--- src/rtl/vsg_pkg.sv ---
package vsg_pkg;
  localparam int HW = 8;
  localparam int VW = 9;
  localparam int NFLAG = 7;

  localparam int F_HBLANK  = 0;
  localparam int F_HSYNC   = 1;
  localparam int F_VSYNC   = 2;
  localparam int F_VBLANK  = 3;
  localparam int F_EQU     = 4;
  localparam int F_PULSE_A = 5;
  localparam int F_PULSE_B = 6;

  typedef logic [HW-1:0] hpos_t;
  typedef logic [VW-1:0] vpos_t;

  // A beam position; every_line ignores the line number
  typedef struct packed {
    logic  every_line;
    hpos_t h;
    vpos_t v;
  } mark_t;

  function automatic mark_t mark(logic every, int unsigned h, int unsigned v);
    mark_t m;
    m.every_line = every;
    m.h = hpos_t'(h);
    m.v = vpos_t'(v);
    return m;
  endfunction

  function automatic hpos_t line_last(logic pal, logic long_ln);
    return (pal || long_ln) ? hpos_t'(227) : hpos_t'(226);
  endfunction

  function automatic vpos_t field_last(logic pal, logic odd, vpos_t pal_long, vpos_t ntsc_long);
    vpos_t base;
    base = pal ? pal_long : ntsc_long;
    return odd ? base : base - vpos_t'(1);
  endfunction

  function automatic mark_t flag_start(int idx, logic pal, logic odd, vpos_t vlast);
    mark_t m;
    m = mark(1'b1, 18, 0);
    case (idx)
      F_VSYNC:   m = pal ? (odd ? mark(1'b0, 132, 2) : mark(1'b0, 18, 3))
                         : (odd ? mark(1'b0, 18, 3)  : mark(1'b0, 132, 3));
      F_VBLANK:  begin m = mark(1'b0, 1, 0); m.v = vlast; end
      F_EQU:     m = odd ? mark(1'b0, 9, 0) : mark(1'b0, 115, 0);
      F_PULSE_B: m = mark(1'b1, 132, 0);
      default:   m = mark(1'b1, 18, 0);
    endcase
    return m;
  endfunction

  function automatic mark_t flag_end(int idx, logic pal, logic odd);
    mark_t m;
    m = mark(1'b1, 35, 0);
    case (idx)
      F_VSYNC:   m = pal ? (odd ? mark(1'b0, 18, 5) : mark(1'b0, 132, 5))
                         : (odd ? mark(1'b0, 18, 6) : mark(1'b0, 132, 6));
      F_VBLANK:  m = mark(1'b0, 1, pal ? 25 : 20);
      F_EQU:     m = pal ? (odd ? mark(1'b0, 115, 7) : mark(1'b0, 9, 8))
                         : (odd ? mark(1'b0, 9, 9)   : mark(1'b0, 115, 9));
      F_PULSE_A: m = mark(1'b1, pal ? 26 : 27, 0);
      F_PULSE_B: m = mark(1'b1, pal ? 140 : 141, 0);
      default:   m = mark(1'b1, 35, 0);
    endcase
    return m;
  endfunction

  function automatic logic at_mark(mark_t m, hpos_t h, vpos_t v);
    return (h == m.h) && (m.every_line || (v == m.v));
  endfunction
endpackage

--- src/rtl/vsg_beam_counter.sv ---
module vsg_beam_counter
  import vsg_pkg::*;
#(
  parameter int VLAST_PAL_LONG  = 312,
  parameter int VLAST_NTSC_LONG = 262
) (
  input  logic  clk,
  input  logic  rst_n,
  input  logic  ce,
  input  logic  pal,
  input  logic  interlace,
  output hpos_t h_pos,
  output vpos_t v_pos,
  output logic  field_odd,
  output logic  line_end,
  output logic  field_end,
  output vpos_t vlast
);
  localparam vpos_t PAL_LONG  = vpos_t'(VLAST_PAL_LONG);
  localparam vpos_t NTSC_LONG = vpos_t'(VLAST_NTSC_LONG);

  logic long_line;

  assign vlast     = field_last(pal, field_odd, PAL_LONG, NTSC_LONG);
  assign line_end  = (h_pos >= line_last(pal, long_line));
  assign field_end = line_end && (v_pos >= vlast);

  always_ff @(posedge clk) begin
    if (!rst_n) begin
      h_pos     <= '0;
      v_pos     <= '0;
      field_odd <= 1'b1;
      long_line <= 1'b1;
    end else if (ce) begin
      if (line_end) begin
        h_pos     <= '0;
        long_line <= pal ? 1'b1 : ~long_line;
        if (field_end) begin
          v_pos     <= '0;
          field_odd <= interlace ? ~field_odd : 1'b1;
        end else begin
          v_pos <= v_pos + vpos_t'(1);
        end
      end else begin
        h_pos <= h_pos + hpos_t'(1);
      end
    end
  end
endmodule

--- src/rtl/vsg_decoder.sv ---
module vsg_decoder
  import vsg_pkg::*;
(
  input  hpos_t            h_pos,
  input  vpos_t            v_pos,
  input  logic             pal,
  input  logic             odd,
  input  vpos_t            vlast,
  output logic [NFLAG-1:0] set_hit,
  output logic [NFLAG-1:0] clr_hit
);
  for (genvar g = 0; g < NFLAG; g++) begin : g_mark
    mark_t start_m;
    mark_t end_m;
    assign start_m    = flag_start(g, pal, odd, vlast);
    assign end_m      = flag_end(g, pal, odd);
    assign set_hit[g] = at_mark(start_m, h_pos, v_pos);
    assign clr_hit[g] = at_mark(end_m, h_pos, v_pos);
  end
endmodule

--- src/rtl/vsg_flag.sv ---
module vsg_flag (
  input  logic clk,
  input  logic rst_n,
  input  logic ce,
  input  logic set_hit,
  input  logic clr_hit,
  output logic q,
  output logic q_next
);
  always_comb begin
    q_next = q;
    if (ce) begin
      if (set_hit)      q_next = 1'b1;
      else if (clr_hit) q_next = 1'b0;
    end
  end

  always_ff @(posedge clk) begin
    if (!rst_n) q <= 1'b0;
    else        q <= q_next;
  end
endmodule

--- src/rtl/video_sync_gen.sv ---
module video_sync_gen
  import vsg_pkg::*;
#(
  parameter int VLAST_PAL_LONG  = 312,
  parameter int VLAST_NTSC_LONG = 262
) (
  input  logic          clk,
  input  logic          rst_n,
  input  logic          ce,
  input  logic          pal_mode,
  input  logic          interlace_en,
  output logic [HW-1:0] h_pos,
  output logic [VW-1:0] v_pos,
  output logic          field_odd,
  output logic          hsync,
  output logic          vsync,
  output logic          csync,
  output logic          hblank,
  output logic          vblank,
  output logic          equ_win
);
  logic             line_end;
  logic             field_end;
  vpos_t            vlast;
  logic [NFLAG-1:0] set_hit;
  logic [NFLAG-1:0] clr_hit;
  logic [NFLAG-1:0] flag_q;
  logic [NFLAG-1:0] flag_d;
  logic             csync_q;

  vsg_beam_counter #(
    .VLAST_PAL_LONG (VLAST_PAL_LONG),
    .VLAST_NTSC_LONG(VLAST_NTSC_LONG)
  ) u_cnt (
    .clk      (clk),
    .rst_n    (rst_n),
    .ce       (ce),
    .pal      (pal_mode),
    .interlace(interlace_en),
    .h_pos    (h_pos),
    .v_pos    (v_pos),
    .field_odd(field_odd),
    .line_end (line_end),
    .field_end(field_end),
    .vlast    (vlast)
  );

  vsg_decoder u_dec (
    .h_pos  (h_pos),
    .v_pos  (v_pos),
    .pal    (pal_mode),
    .odd    (field_odd),
    .vlast  (vlast),
    .set_hit(set_hit),
    .clr_hit(clr_hit)
  );

  for (genvar g = 0; g < NFLAG; g++) begin : g_flag
    vsg_flag u_flag (
      .clk    (clk),
      .rst_n  (rst_n),
      .ce     (ce),
      .set_hit(set_hit[g]),
      .clr_hit(clr_hit[g]),
      .q      (flag_q[g]),
      .q_next (flag_d[g])
    );
  end

  // Composite sync built from the next-state flags so it lines up with them
  always_ff @(posedge clk) begin
    if (!rst_n) csync_q <= 1'b0;
    else csync_q <= flag_d[F_HSYNC] |
                    (flag_d[F_VSYNC] & (flag_d[F_PULSE_A] | flag_d[F_PULSE_B]));
  end

  assign hblank  = flag_q[F_HBLANK];
  assign hsync   = flag_q[F_HSYNC];
  assign vsync   = flag_q[F_VSYNC];
  assign vblank  = flag_q[F_VBLANK];
  assign equ_win = flag_q[F_EQU];
  assign csync   = csync_q;
endmodule

--- config.mk ---
export PLATFORM = sky130hd
export DESIGN_NAME = video_sync_gen
export DESIGN_NICKNAME = d
export VERILOG_FILES = /design/src/rtl/vsg_pkg.sv /design/src/rtl/vsg_beam_counter.sv /design/src/rtl/vsg_decoder.sv /design/src/rtl/vsg_flag.sv /design/src/rtl/video_sync_gen.sv
export SDC_FILE = /design/constraint.sdc
export NUM_CORES = 1
export LEC_CHECK = 0
export BUFFER_PORTS_ARGS = -buffer_cell sky130_fd_sc_hd__buf_2
export CAP_MARGIN = 10
export CORE_AREA = 8 8 75 77
export CTS_BUF_LIST = sky130_fd_sc_hd__clkbuf_8
export DETAILED_ROUTE_END_ITERATION = 8
export DIE_AREA = 0 0 83 85
export GPL_ROUTABILITY_DRIVEN = 0
export PLACE_DENSITY = 0.65
export SLEW_MARGIN = 30
export SYNTH_ARGS = -nofsm -noshare
export SYNTH_HDL_FRONTEND = slang
export SYNTH_SLANG_ARGS = --single-unit
--- constraint.sdc ---
create_clock -name clk -period 2.35 [get_ports clk]
set_input_delay 0.235 -clock clk [delete_from_list [all_inputs] [get_ports clk]]
set_output_delay 0.235 -clock clk [all_outputs]
set_load 0.02 [all_outputs]
==> impl_metrics.yaml, run 1 <==
status:
  outcome: "complete, no violations"
pwr:
  power_frac_comb_pct: 11.3
  total_power_uw: 843
  net-switching-power_uw: 227
  switching_share_pct: 26.9
  cellInternalPower_uw: 617
  peakVddDrop_mv: 0.244
  power_per_cell_area_mw_per_mm2: 390
  clk_pwr_share_pct: 33.0
  pwr-share-seq_pct: 55.7
  power.leakage_uw: 0.000919
cts:
  cts-root-to-sink-buffers: 2
  clkSlewWorstSetupHoldPaths_ps: 100
  cts_buffers: 3
  cts_tree: "built"
  clk_lat_worst_skew_ps: 280
  h_tree_depth_reported_by_cts: 1
  root_buffer: "sky130_fd_sc_hd__clkbuf_8"
  clock_sink_count: 27
worst_setup_path:
  timing.critical_path.arrival_ps: 2420
  worstPathRequired_ps: 2560
  cp-end-kind: "register"
  timing.setup.critical_path_class: "reg -> reg"
  timing.rr.end: "u_cnt.v_pos[7]"
  cp_max_fo: 11
  rrSetupSlack_ps: 140
  crit-reg2reg-launch: "u_cnt.field_odd"
  worstSetupStartpointType: "register"
  reg2reg_depth: 8
  crit_path_start: "u_cnt.field_odd"
routing:
  drtIter0Drc: 107
  drt_pass1_iterations: 4
  drtAntennaViolNets: 0
  drt-total-wl_um: 5110
  viasPerCell: 5.71
  remaining_drc_errors: 0
  wl_per_instance_um: 16.4
  num_vias: 1780
sta:
  final_hold_viol_count: 0
  fmaxAchievable_ghz: 0.453
  rsz0062_at_grt: "false"
  min_period_ps: 2210
  totalNegativeSetupSlack_ps: 0
  finalCritPeriodShare_pct: 93.9
  finalSetupViolations: 0
  max_slew_margin_pct: 66.1
  final.hold.worst_slack_ps: 247
  worst-slew-pin-transition_ps: 502
  clock_skew_ps: 1.48
  slew_violations: 0
synth:
  synth-async-reset-ratio_pct: 0
  synthXorXnorAreaFrac_pct: 5.44
  synth_edf_count: 0
  register_bit_count_reported_by_yosys: 27
  synthCells: 236
  synthTopCellsByArea: "sky130_fd_sc_hd__dfxtp_1 (28%), sky130_fd_sc_hd__ha_1 (9.1%), sky130_fd_sc_hd__nor2_1 (5.0%)"
  synth_fa_ha_area_share_pct: 9.06
  muxShareOfSynthArea_pct: 1.62
  synth.lib_cells_used.distinct: 57
  netlist.top_cell.by_area: "sky130_fd_sc_hd__dfxtp_1"
  synth_top_family_by_area: "simple AND/OR/NAND/NOR gates"
  synth.avg_cell_area_um2: 8.19
  simple_gate_share_of_the_synthesized_area_pct: 31.6
  post_synth_instance_area_mm2: 0.00193
  compound_gate_fraction_of_synth_area_pct: 17.3
  synth.top_cells.by_count: "sky130_fd_sc_hd__dfxtp_1 (27), sky130_fd_sc_hd__nor2_1 (26), sky130_fd_sc_hd__a21oi_1 (17), sky130_fd_sc_hd__ha_1 (14), sky130_fd_sc_hd__nand2_1 (14)"
  synth_top_cell_area_share_pct: 28.0
  postSynth.topFlopCell: "sky130_fd_sc_hd__dfxtp_1"
  synth.net_count: 255
  yosysWarnings: 0
  count_leader_synth: "sky130_fd_sc_hd__dfxtp_1"
  ys_seq_area_share_pct: 28.0
finish:
  areaGrowthSynthToFinish_pct: 11.8
  layout.nets: 278
  finalNonFillerCells: 312
  fillers: 457
  drive_gt1_share_pct: 20.5
  antenna-diode-count: 0
  multiInputGateArea_mm2: 0.00126
  final-seq-area_um2: 541
die:
  floorplan.rows: 25
  chipWidth_um: 83
  boundaryPins: 29
  starting_density_of_the_core_pct: 42.6
  dieArea_mm2: 0.00706
  chipHeight_um: 85
  core_region_area_mm2: 0.00454
placed_design:
  place.detailed.hpwl_um: 3790
  numPlacedInstances: 308
  placement.io_buffers: 28
global_route:
  grt.total_usage_pct: 14.6
  grt_max_degree: 16
  vias_in_the_first_global_route: 1746
  grt_remaining_overflow: 0
  wire_length_of_the_first_global_routing_pass_um: 8670
  grt_antenna_before_repair: 0
job:
  timing.max_cap.violations: 0
hold_path:
  min-delay-path-class: "in -> reg"
  worst_hold_startpoint: "rst_n"
  timing.hold.worst_endpoint: "u_cnt.long_line"
  hold_crit_depth: 2
[power by group through the flow]
stage          Combinational [uW]  Clock [uW]  Sequential [uW]
2_1_floorplan                63.9           0              480
3_3_place_gp                 93.1           0              480
3_5_place_dp                 94.6           0              480
4_1_cts                      95.1         288              469
5_1_grt                       107         299              470
6_report                     95.5         278              469
[routing by layer]
layer  part of all wire [%]  track usage, %  vias up  routed length (um)
met5                      0               0        -                   0
met4                    1.1            3.99        0                  55
met2                     48            25.7       33                2440
met3                    4.1            2.78        5                 207
li1                       -               -      900                   -
met1                     47            17.4      842                2410
[timing repair]
item / CTS / global route
gates resized for setup: 0 / 1
endpoints found under the hold margin: 0 / 0
setup buffers: 0 / 0
setup endpoints to repair: 0 / 1
hold buffers: 0 / 0
[flip-flops by register name, summed over array words and instances, names as in the netlist]
name	flops
g_flag.u_flag.q	7
csync	1
u_cnt.h_pos	8
u_cnt.long_line	1
u_cnt.field_odd	1
u_cnt.v_pos	9
[final cells by class]
type	count	share of cell area [%]
Multi-Input combinational cell	180	58.2
Sequential cell	27	25.0
Timing Repair Buffer	38	9.95
Tap cell	54	3.13
Clock buffer	3	1.91
Inverter	9	1.56
Clock inverter	1	0.231
[worst max-delay path, stage by stage (launching register included)]
cell	delay, ps
sky130_fd_sc_hd__dfxtp_1	410
sky130_fd_sc_hd__inv_1	100
sky130_fd_sc_hd__ha_1	310
sky130_fd_sc_hd__ha_1	300
sky130_fd_sc_hd__a211o_1	290
sky130_fd_sc_hd__a211oi_2	200
sky130_fd_sc_hd__buf_4	210
sky130_fd_sc_hd__o2111ai_1	140
sky130_fd_sc_hd__a21oi_1	180
[cells by family after synthesis]
group	Yosys count
AOI/OAI and AO/OA	48
xor gates and xnor gates	12
DFF	27
buffers and inverters	29
and+or+nand+nor	103
muxes	3
adders and majority gates	14
[worst max-delay path by stage]
stage                 endpoint  slack [ps]  cells past startpoint
2_1_floorplan  u_cnt.field_odd          20                      9
3_3_place_gp    u_cnt.v_pos[7]         160                      8
3_5_place_dp    u_cnt.v_pos[7]         110                      8
4_1_cts         u_cnt.v_pos[7]         160                      8
5_1_grt         u_cnt.v_pos[7]          10                      8
6_report        u_cnt.v_pos[7]         140                      8
[cells in the final DEF, fill, tap and decap left out, types with 3 or more instances in the layout]
cell type                  count
sky130_fd_sc_hd__nand2b_1      4
sky130_fd_sc_hd__a21oi_1      17
sky130_fd_sc_hd__nand4b_1      4
sky130_fd_sc_hd__buf_4        10
sky130_fd_sc_hd__ha_1         14
sky130_fd_sc_hd__and3_1        4
sky130_fd_sc_hd__inv_1         9
sky130_fd_sc_hd__nand3_1       6
sky130_fd_sc_hd__o21ai_0       5
sky130_fd_sc_hd__xor2_1        6
sky130_fd_sc_hd__nor4_1        3
sky130_fd_sc_hd__dfxtp_1      27
sky130_fd_sc_hd__nor3_1        5
sky130_fd_sc_hd__o211ai_1      3
sky130_fd_sc_hd__xnor2_1       6
sky130_fd_sc_hd__nor2b_1       4
sky130_fd_sc_hd__nand2_1      14
sky130_fd_sc_hd__o22ai_1       4
sky130_fd_sc_hd__buf_2        28
sky130_fd_sc_hd__clkbuf_8      3
sky130_fd_sc_hd__nor2_1       25
sky130_fd_sc_hd__nand4_1      10
[through the flow]
stage	util (%)	area [um^2]	setup WS (ps)
after floorplan	-	1930	21.0
after global placement	46.6	2110	161
after detailed placement	46.6	2110	106
after CTS	47.6	2160	162
after global routing	47.7	2160	12.2
final	47.7	2160	143
No activity file was read; power rests on OpenSTA's default activity.
==> run 2, diff against run 1 <==
--- a/config.mk
+++ b/config.mk
@@ -8,12 +8,13 @@
 export BUFFER_PORTS_ARGS = -buffer_cell sky130_fd_sc_hd__buf_2
 export CAP_MARGIN = 10
 export CORE_AREA = 8 8 75 77
-export CTS_BUF_LIST = sky130_fd_sc_hd__clkbuf_8
+export CTS_BUF_LIST = sky130_fd_sc_hd__clkbuf_16
+export CTS_CLUSTER_SIZE = 8
 export DETAILED_ROUTE_END_ITERATION = 8
 export DIE_AREA = 0 0 83 85
 export GPL_ROUTABILITY_DRIVEN = 0
 export PLACE_DENSITY = 0.65
-export SLEW_MARGIN = 30
+export SLEW_MARGIN = 0
 export SYNTH_ARGS = -nofsm -noshare
 export SYNTH_HDL_FRONTEND = slang
 export SYNTH_SLANG_ARGS = --single-unit
==> run 2 against run 1 <==
Compared with the run above: sequential share of layout area shrank 0.38 points; worst setup slack gained 15 ps; fmax grew 0.69%; total power grew 14%; critical path depth is the same; first-iteration DRC count shrank 0.93%; clock power grew 44%; non-clock buffer count is the same; combinational power shrank 0.6%; count of clock-buffer cells in the layout is the same; critical endpoint unchanged.
==> impl_metrics.yaml, run 2 (synthesized netlist as in run 1, its figures left out) <==
hold_path:
  min-delay-path-class: "in -> reg"
sta:
  final_hold_viol_count: 0
  min_period_ps: 2190
  worst-slew-pin-transition_ps: 502
  slew_violations: 0
  max_slew_margin_pct: 66.1
  totalNegativeSetupSlack_ps: 0
  rsz0062_at_grt: "false"
  finalCritPeriodShare_pct: 93.3
  finalSetupViolations: 0
  fmaxAchievable_ghz: 0.456
  clock_skew_ps: 1.57
pwr:
  clk_pwr_share_pct: 41.4
  cellInternalPower_uw: 728
  net-switching-power_uw: 236
  peakVddDrop_mv: 0.279
  power_frac_comb_pct: 9.8
  power.leakage_uw: 0.000934
  pwr-share-seq_pct: 48.7
  switching_share_pct: 24.5
  power_per_cell_area_mw_per_mm2: 439
placed_design:
  numPlacedInstances: 308
  placed_cell_areas_mm2: 0.00211
  place.detailed.hpwl_um: 3790
  placement.io_buffers: 28
die:
  chipWidth_um: 83
  boundaryPins: 29
  starting_density_of_the_core_pct: 42.6
  dieArea_mm2: 0.00706
  floorplan.rows: 25
  chipHeight_um: 85
  core_region_area_mm2: 0.00454
cts:
  clk_lat_worst_skew_ps: 270
  postCtsResizedCells: 0
  clock_sink_count: 27
  cts-root-to-sink-buffers: 2
  clkSlewWorstSetupHoldPaths_ps: 70
  root_buffer: "sky130_fd_sc_hd__clkbuf_16"
  cts_buffers: 3
  post_cts_hold_buffer_count: 0
  cts_tree: "built"
  postCtsSetupRepairBufs: 0
  h_tree_depth_reported_by_cts: 1
finish:
  areaGrowthSynthToFinish_pct: 13.6
  final_cell_area_mm2: 0.00220
  layout.nets: 278
  max_flop_register: "u_cnt.v_pos"
  layout.cells.most_common: "sky130_fd_sc_hd__buf_2"
  fillers: 455
  finalNonFillerCells: 312
  layout_utilization_pct: 48.4
  antenna-diode-count: 0
  drive_gt1_share_pct: 20.5
  largest_reg_flops: 9
  largest_registers: "u_cnt.v_pos (9), u_cnt.h_pos (8), g_flag.u_flag.q (7)"
  most-common-layout-cells: "sky130_fd_sc_hd__buf_2 (28), sky130_fd_sc_hd__dfxtp_1 (27), sky130_fd_sc_hd__nor2_1 (25), sky130_fd_sc_hd__a21oi_1 (17)"
routing:
  viasPerCell: 5.69
  drtAntennaViolNets: 0
  wl_per_instance_um: 16.4
  drt-total-wl_um: 5130
  remaining_drc_errors: 0
  num_vias: 1774
  drtIter0Drc: 106
  drt_pass1_iterations: 4
worst_setup_path:
  cp-end-kind: "register"
  cp_max_fo: 11
  timing.critical_path.arrival_ps: 2390
  path_cells: "inv_1 > ha_1 > ha_1 > a211o_1 > a211oi_2 > buf_4 > o2111ai_1 > a21oi_1"
  worstSetupStartpointType: "register"
  crit_path_largest_cell_delay_ps: 400
  cp_slowest_cell: "sky130_fd_sc_hd__dfxtp_1"
  timing.setup.critical_path_class: "reg -> reg"
  worstPathRequired_ps: 2540
  crit_top_cell: "sky130_fd_sc_hd__ha_1"
global_route:
  grt_max_degree: 16
  grt.total_usage_pct: 14.6
  wire_length_of_the_first_global_routing_pass_um: 8630
  grt_remaining_overflow: 0
  vias_in_the_first_global_route: 1743
  grt_antenna_before_repair: 0
job:
  timing.max_cap.violations: 0
status:
  outcome: "complete, no violations"
[run 2: cell count changes in the layout (fill, tap and decap cells not counted)]
| cell | previous run | this run |
|---|---|---|
| sky130_fd_sc_hd__clkbuf_16 | 0 | 3 |
| sky130_fd_sc_hd__clkbuf_8 | 3 | 0 |
[run 2: routing by layer]
metal	routed length, um	track usage [%]	share of wire (%)
met5	0	0	0
met2	2460	25.6	48
met4	68	5.11	1.3
met3	237	3.45	4.6
met1	2360	16.9	46
[run 2: power groups by stage]
stage	clock network (uW)	registers, uW	logic (uW)
2_1_floorplan	0	480	63.9
3_3_place_gp	0	480	93.1
3_5_place_dp	0	480	94.6
4_1_cts	415	469	95.2
5_1_grt	423	470	107
6_report	399	469	94.9
[run 2: per-stage QoR]
step	hold WS, ps	worst slack (ps)	total power [uW]
floorplan	418	21.0	544
detailed placement	468	106	575
global route	274	19.9	1000
CTS	256	166	980
finish	261	158	964
global placement	460	161	573
[run 2: critical path: cells and delay by family (launching register included)]
kind	cells	cell delay [ps]
compound gates	4	800
buf+inv	2	310
flops	1	400
fa+ha+maj	2	610
[run 2: area by class of cell]
type,instances,area [um^2],share of cell area (%)
multi-input cells,180,1260,57.3
flip-flops and latches,27,541,24.6
repair buffers,38,215,9.80
clock buffers,3,75.1,3.42
well taps,54,67.6,3.08
inverters,9,33.8,1.54
clock inverters,1,5.00,0.228
[run 2: path summary, 6_finish.rpt]
check | start | endpoint | slack, ps | cells after the start
worst max-delay path | u_cnt.field_odd | u_cnt.v_pos[7] | 160 | 8
worst min-delay path | rst_n | u_cnt.long_line | 260 | 2
worst max register to register | u_cnt.field_odd | u_cnt.v_pos[7] | 160 | 8
worst min register to register | g_flag[3].u_flag.q | g_flag[3].u_flag.q | 480 | 2
